--- config.mk ---
export PLATFORM = sky130hd
export DESIGN_NAME = ssr_slave_rx
export DESIGN_NICKNAME = d
export VERILOG_FILES = /design/src/rtl/ssr_pkg.sv /design/src/rtl/ssr_datapath.sv /design/src/rtl/ssr_ctrl.sv /design/src/rtl/ssr_slave_rx.sv
export SDC_FILE = /design/constraint.sdc
export NUM_CORES = 1
export LEC_CHECK = 0
export ABC_AREA = 1
export BUFFER_PORTS_ARGS = -buffer_cell sky130_fd_sc_hd__buf_4
export CORE_MARGIN = 5
export CORE_UTILIZATION = 45
export DETAILED_ROUTE_END_ITERATION = 12
export PLACE_DENSITY = 0.66
export SLEW_MARGIN = 0
export SYNTH_ARGS = -nofsm -noshare
export SYNTH_HDL_FRONTEND = slang
export SYNTH_HIERARCHICAL = 1
export SYNTH_SLANG_ARGS = --single-unit
--- constraint.sdc ---
create_clock -name clk -period 2.2 [get_ports clk]
set_input_delay 0.44 -clock clk [delete_from_list [all_inputs] [get_ports clk]]
set_output_delay 0.44 -clock clk [all_outputs]
set_load 0.02 [all_outputs]
--- src/rtl/ssr_pkg.sv ---
package ssr_pkg;
  typedef logic [1:0] regAddr_t;

  localparam regAddr_t ADDR_CTRL = 2'd0;
  localparam regAddr_t ADDR_MODE = 2'd1;
  localparam regAddr_t ADDR_DATA = 2'd2;
  localparam regAddr_t ADDR_INTR = 2'd3;

  localparam int CB_PORT_EN = 7;
  localparam int CB_NINE    = 6;
  localparam int CB_SINGLE  = 5;
  localparam int CB_CONT    = 4;
  localparam int CB_FRAME   = 2;
  localparam int CB_OVR     = 1;
  localparam int CB_NINTH   = 0;
  localparam int MB_SYNC    = 0;
  localparam int MB_CLKSRC  = 1;
  localparam int IB_FLAG    = 0;
  localparam int IB_EN      = 1;

  typedef struct packed {
    logic shiftEn;
    logic clrPartial;
    logic loadHold;
  } rxStrobes_t;
endpackage

--- src/rtl/ssr_datapath.sv ---
module ssr_datapath
  import ssr_pkg::*;
#(
  parameter int DATA_W      = 8,
  parameter int SYNC_STAGES = 2
) (
  input  logic              clk,
  input  logic              rstN,
  input  logic              serClk,
  input  logic              serData,
  input  logic              nineSel,
  input  rxStrobes_t        strb,
  output logic              wordDone,
  output logic [DATA_W-1:0] holdData,
  output logic              holdNinth
);
  localparam int WORD_W = DATA_W + 1;
  localparam int CNT_W  = $clog2(WORD_W + 1);

  logic [SYNC_STAGES-1:0] clkSync;
  logic [SYNC_STAGES-1:0] datSync;
  logic                   clkPrev;
  logic                   fallEvt;
  logic                   datBit;
  logic [CNT_W-1:0]       bitCnt;
  logic [CNT_W-1:0]       lastIdx;
  logic [WORD_W-1:0]      shReg;
  logic [WORD_W-1:0]      fullWord;

  generate
    if (SYNC_STAGES == 1) begin : g_sync1
      always_ff @(posedge clk) begin
        if (!rstN) begin
          clkSync <= '0;
          datSync <= '0;
        end else begin
          clkSync <= serClk;
          datSync <= serData;
        end
      end
    end else begin : g_syncN
      always_ff @(posedge clk) begin
        if (!rstN) begin
          clkSync <= '0;
          datSync <= '0;
        end else begin
          clkSync <= {clkSync[SYNC_STAGES-2:0], serClk};
          datSync <= {datSync[SYNC_STAGES-2:0], serData};
        end
      end
    end
  endgenerate

  always_ff @(posedge clk) begin
    if (!rstN) clkPrev <= 1'b0;
    else       clkPrev <= clkSync[SYNC_STAGES-1];
  end

  assign fallEvt  = clkPrev & ~clkSync[SYNC_STAGES-1];
  assign datBit   = datSync[SYNC_STAGES-1];
  assign lastIdx  = nineSel ? CNT_W'(DATA_W) : CNT_W'(DATA_W - 1);
  assign wordDone = fallEvt & strb.shiftEn & (bitCnt == lastIdx);

  always_comb begin
    fullWord         = shReg;
    fullWord[bitCnt] = datBit;
  end

  always_ff @(posedge clk) begin
    if (!rstN || strb.clrPartial) begin
      bitCnt <= '0;
      shReg  <= '0;
    end else if (fallEvt && strb.shiftEn) begin
      if (wordDone) begin
        bitCnt <= '0;
        shReg  <= '0;
      end else begin
        bitCnt <= bitCnt + 1'b1;
        shReg  <= fullWord;
      end
    end
  end

  always_ff @(posedge clk) begin
    if (!rstN) begin
      holdData  <= '0;
      holdNinth <= 1'b0;
    end else if (strb.loadHold) begin
      holdData  <= fullWord[DATA_W-1:0];
      holdNinth <= nineSel & fullWord[DATA_W];
    end
  end
endmodule

--- src/rtl/ssr_ctrl.sv ---
module ssr_ctrl
  import ssr_pkg::*;
#(
  parameter int DATA_W = 8
) (
  input  logic              clk,
  input  logic              rstN,
  input  logic              coreSleep,
  input  logic              wrEn,
  input  logic              rdEn,
  input  regAddr_t          addr,
  input  logic [7:0]        wrData,
  input  logic              wordDone,
  input  logic [DATA_W-1:0] holdData,
  input  logic              holdNinth,
  output logic [7:0]        rdData,
  output rxStrobes_t        strb,
  output logic              nineSel,
  output logic              active,
  output logic              contEn,
  output logic              rxFlag,
  output logic              overrun,
  output logic              irq,
  output logic              wake
);
  logic portEn, singleRx, syncMode, clkSrc, intEn;
  logic unusedBits;

  assign unusedBits = ^{wrData[3:2], wrData[7:2]};

  always_ff @(posedge clk) begin
    if (!rstN) begin
      portEn   <= 1'b0;
      nineSel  <= 1'b0;
      singleRx <= 1'b0;
      contEn   <= 1'b0;
      syncMode <= 1'b0;
      clkSrc   <= 1'b0;
      intEn    <= 1'b0;
    end else if (wrEn) begin
      case (addr)
        ADDR_CTRL: begin
          portEn   <= wrData[CB_PORT_EN];
          nineSel  <= wrData[CB_NINE];
          singleRx <= wrData[CB_SINGLE];
          contEn   <= wrData[CB_CONT];
        end
        ADDR_MODE: begin
          syncMode <= wrData[MB_SYNC];
          clkSrc   <= wrData[MB_CLKSRC];
        end
        ADDR_INTR: intEn <= wrData[IB_EN];
        default: ;
      endcase
    end
  end

  assign active          = syncMode & portEn & ~clkSrc & contEn;
  assign strb.shiftEn    = active & ~overrun;
  assign strb.clrPartial = ~active;
  assign strb.loadHold   = wordDone & ~rxFlag;

  always_ff @(posedge clk) begin
    if (!rstN)                            rxFlag <= 1'b0;
    else if (strb.loadHold)               rxFlag <= 1'b1;
    else if (rdEn && addr == ADDR_DATA)   rxFlag <= 1'b0;
  end

  always_ff @(posedge clk) begin
    if (!rstN || !contEn)          overrun <= 1'b0;
    else if (wordDone && rxFlag)   overrun <= 1'b1;
  end

  always_comb begin
    rdData = '0;
    case (addr)
      ADDR_CTRL: begin
        rdData[CB_PORT_EN] = portEn;
        rdData[CB_NINE]    = nineSel;
        rdData[CB_SINGLE]  = singleRx;
        rdData[CB_CONT]    = contEn;
        rdData[CB_FRAME]   = 1'b0;
        rdData[CB_OVR]     = overrun;
        rdData[CB_NINTH]   = holdNinth;
      end
      ADDR_MODE: begin
        rdData[MB_SYNC]   = syncMode;
        rdData[MB_CLKSRC] = clkSrc;
      end
      ADDR_DATA: rdData = 8'(holdData);
      default: begin
        rdData[IB_FLAG] = rxFlag;
        rdData[IB_EN]   = intEn;
      end
    endcase
  end

  assign irq  = rxFlag & intEn;
  assign wake = coreSleep & irq;
endmodule

--- src/rtl/ssr_slave_rx.sv ---
module ssr_slave_rx
  import ssr_pkg::*;
#(
  parameter int DATA_W      = 8,
  parameter int SYNC_STAGES = 2
) (
  input  logic       clk,
  input  logic       rstN,
  input  logic       serClk,
  input  logic       serData,
  input  logic       coreSleep,
  input  logic       wrEn,
  input  logic       rdEn,
  input  logic [1:0] addr,
  input  logic [7:0] wrData,
  output logic [7:0] rdData,
  output logic       irq,
  output logic       wake
);
  rxStrobes_t        strb;
  logic              wordDone;
  logic [DATA_W-1:0] holdData;
  logic              holdNinth;
  logic              nineSel;
  logic              active;
  logic              contEn;
  logic              rxFlag;
  logic              overrun;

  ssr_datapath #(.DATA_W(DATA_W), .SYNC_STAGES(SYNC_STAGES)) u_dp (
    .clk(clk), .rstN(rstN), .serClk(serClk), .serData(serData),
    .nineSel(nineSel), .strb(strb), .wordDone(wordDone),
    .holdData(holdData), .holdNinth(holdNinth)
  );

  ssr_ctrl #(.DATA_W(DATA_W)) u_ctrl (
    .clk(clk), .rstN(rstN), .coreSleep(coreSleep), .wrEn(wrEn), .rdEn(rdEn),
    .addr(addr), .wrData(wrData), .wordDone(wordDone), .holdData(holdData),
    .holdNinth(holdNinth), .rdData(rdData), .strb(strb), .nineSel(nineSel),
    .active(active), .contEn(contEn), .rxFlag(rxFlag), .overrun(overrun),
    .irq(irq), .wake(wake)
  );
endmodule

==> results.sh <==
export IMPL_run_status="complete, no violations"
export IMPL_crit_path_max_fanout=7
export IMPL_final_setup_tns_ps=0
export IMPL_timing_hold_violations_final=0
export IMPL_layoutNonFillerInstCount=348
export IMPL_synth_avg_cell_area_um2=7.13
export IMPL_p_seq_frac=0.504
export IMPL_slew_headroom=0.787
export IMPL_track_usage=0.166
export IMPL_power_internal_uw=1030
export IMPL_crit_path_end_kind="flop"
export IMPL_clockRootBuffer="sky130_fd_sc_hd__clkbuf_8"
export IMPL_reg2reg_to="u_dp/holdData[0]"
export IMPL_setup_ws_ps=292
export IMPL_critPathArrivalTime_ps=2150
export IMPL_static_power_due_to_leakage_uw=0.00103
export IMPL_crit_path_max_incr_delay_ps=400
export IMPL_hold_end="u_dp/datSync[0]"
export IMPL_fmaxAchievable_ghz=0.524
export IMPL_antenna_diode_count=0
export IMPL_timing_clock_skew_ps=5.00
export IMPL_drc=0
export IMPL_met3_length_um=251
export IMPL_power_share_switching=0.226
export IMPL_total_power_uw=1330
export IMPL_finalSetupViolCount=0
export IMPL_cts_tree="built"
export IMPL_timing_worst_setup_path_type="flop to flop"
export IMPL_post_synth_inst_count=271
export IMPL_clk_latency_worst_skew_pair_ps=290
export IMPL_routabilityCongestion=0.811
export IMPL_design_portCount=27
export IMPL_grt_setup_unrepaired="false"
export IMPL_holdCritStartpoint="serData"
export IMPL_layout_cells_most_common_list="62 x sky130_fd_sc_hd__nand2_1, 36 x sky130_fd_sc_hd__nor2_1, 36 x sky130_fd_sc_hd__dfxtp_1"
export IMPL_antenna_left=0
export IMPL_syn_num_nets=292
export IMPL_routed_wire_length_per_instance_um=11.4
export IMPL_p_switching_uw=301
export IMPL_final_design_area_excluding_fillers_um2=2240
export IMPL_final_nets=318
export IMPL_detailed_place_hpwl_mm=2.97
export IMPL_tritoncts_num_buffers=5
export IMPL_drv_slew=0
export IMPL_r2r_start="u_ctrl/contEn"
export IMPL_p_clk_frac=0.441
export IMPL_highest_signal_layer="met4"
export IMPL_syn_to_final_growth_pct=16.1
export IMPL_placement_rows=23
export IMPL_critical_path_startpoint_type="flop"
export IMPL_gr_total_overflow=0
export IMPL_ctsHtreeMaxLevel=2
export IMPL_cts_max_path_buffers=2
export IMPL_timing_hold_worst_path_depth=3
export IMPL_number_of_antenna_violations_at_the_first_check_in_global_routing=0
export IMPL_max_slew_worst_pin_slew_ps=320
export IMPL_via_per_inst=4.88
export IMPL_netlist_area_um2=1930
export IMPL_crit_path_cell_trace="nand4_1 > nor2_1 > nand2_1 > nor2_8 > nand2_4 > inv_1 > nand2_1 > inv_1 > buf_4 > nor2_1 > nor2_1 > o21ai_0 > inv_1"
export IMPL_wirelength_met1_mm=1.83
export IMPL_post_route_cells_drive_above_1_share=0.188
export IMPL_final_min_period_over_clock_period=0.867
export IMPL_hold_path_class="primary input to flop"
export IMPL_critPathSlowestCell="sky130_fd_sc_hd__dfxtp_1"
export IMPL_routed_wl_mm=3.98
export IMPL_drt_iter0_markers=71
export IMPL_final_min_clock_period_ps=1910
export IMPL_comb_power_share=0.054
export IMPL_reg2reg_setup_slack_ps=290
export IMPL_die_width_um=75.5
export IMPL_wl_met2_mm=1.81
export IMPL_num_vias=1699
export IMPL_drv_cap=0
export IMPL_core_region_area_um2=4090
export IMPL_cts_hold_fix_buffers=0
export IMPL_cts_repair_resize_count=0
export IMPL_first_pass_iters=4
export IMPL_max_vdd_ir_drop_v=0.000487
export IMPL_port_buffer_count=24
export IMPL_yosys_warn_count=6
export IMPL_die_height_um=75.5
export IMPL_cts_clk_slew_worst_paths_ps=80
export IMPL_layout_commonest_cell="sky130_fd_sc_hd__nand2_1"
export IMPL_grt_max_degree=18
export IMPL_worstRegToRegCells=13
export IMPL_dpl_cell_count=340
export IMPL_wire_length_of_the_first_global_routing_pass_mm=7.15
export IMPL_cts_sinks=36
export IMPL_pwr_per_cell_area_nw_per_um2=592
export IMPL_first_global_vias=1577
export IMPL_total_placed_instance_area_um2=2130
export IMPL_cts_setup_buffers=0
export IMPL_initial_utilization=0.473
export IMPL_required_time_at_the_worst_slack_endpoint_ps=2440
export IMPL_floorplan_die_area_um2=5700
export IMPL_filler_cell_count=412
export IMPL_dpl_worst_slack_ps=318
-- through the flow --
step | utilization | hold slack (ps)
after CTS | 0.549 | 313
final | 0.549 | 322
after global routing | 0.549 | 334
after global placement | 0.522 | 392
after detailed placement | 0.522 | 398
after floorplan | - | 390
-- worst max-delay path by stage --
stage	from	endpoint	slack, ps	depth (start not counted)
after floorplan	u_ctrl/contEn	u_dp/holdData[1]	410	13
after global placement	u_ctrl/contEn	u_dp/holdData[0]	330	13
after detailed placement	u_ctrl/contEn	u_dp/holdData[0]	320	13
after CTS	u_ctrl/contEn	u_dp/holdData[0]	280	13
after global routing	u_ctrl/contEn	u_dp/holdData[7]	50	13
final	u_ctrl/contEn	u_dp/holdData[0]	290	13
-- critical path: cells and delay by family (launching register included) --
kind | cells | cell delay [ps]
buffers and inverters | 4 | 480
AOI/OAI and AO/OA | 1 | 70
and+or+nand+nor | 8 | 890
DFF | 1 | 400
-- metal layers --
metal,GRT usage,up-vias
met5,0,-
met4,0.0816,0
met3,0.0422,7
met2,0.259,30
met1,0.213,747
li1,-,915
-- area by class of cell --
type / instances / area, µm² / area share
clock inverters: 3 / 42.5 / 0.0190
clock buffers: 5 / 68.8 / 0.0307
repair buffers: 28 / 210 / 0.0937
well taps: 50 / 62.6 / 0.0279
inverters: 38 / 145 / 0.0647
flip-flops and latches: 36 / 721 / 0.321
multi-input cells: 188 / 993 / 0.443
-- power by group through the flow --
stage          Clock (µW)  Sequential, µW  Combinational (µW)
2_1_floorplan           0             683                48.9
3_3_place_gp            0             685                72.7
3_5_place_dp            0             685                72.9
4_1_cts               606             670                73.1
5_1_grt               634             672                82.3
6_report              586             670                72.2
-- state kept, by name (all words and copies together) (netlist names) --
register and count:
u_dp/shReg 9, u_ctrl/overrun 1, u_ctrl/singleRx 1, u_ctrl/contEn 1, u_ctrl/nineSel 1, u_dp/clkSync 2, u_dp/bitCnt 4, u_dp/datSync 2
u_ctrl/rxFlag 1, u_ctrl/syncMode 1, u_ctrl/clkSrc 1, u_dp/clkPrev 1, u_ctrl/intEn 1, u_dp/holdNinth 1, u_ctrl/portEn 1, u_dp/holdData 8
Power figures use the tool's default switching activity.
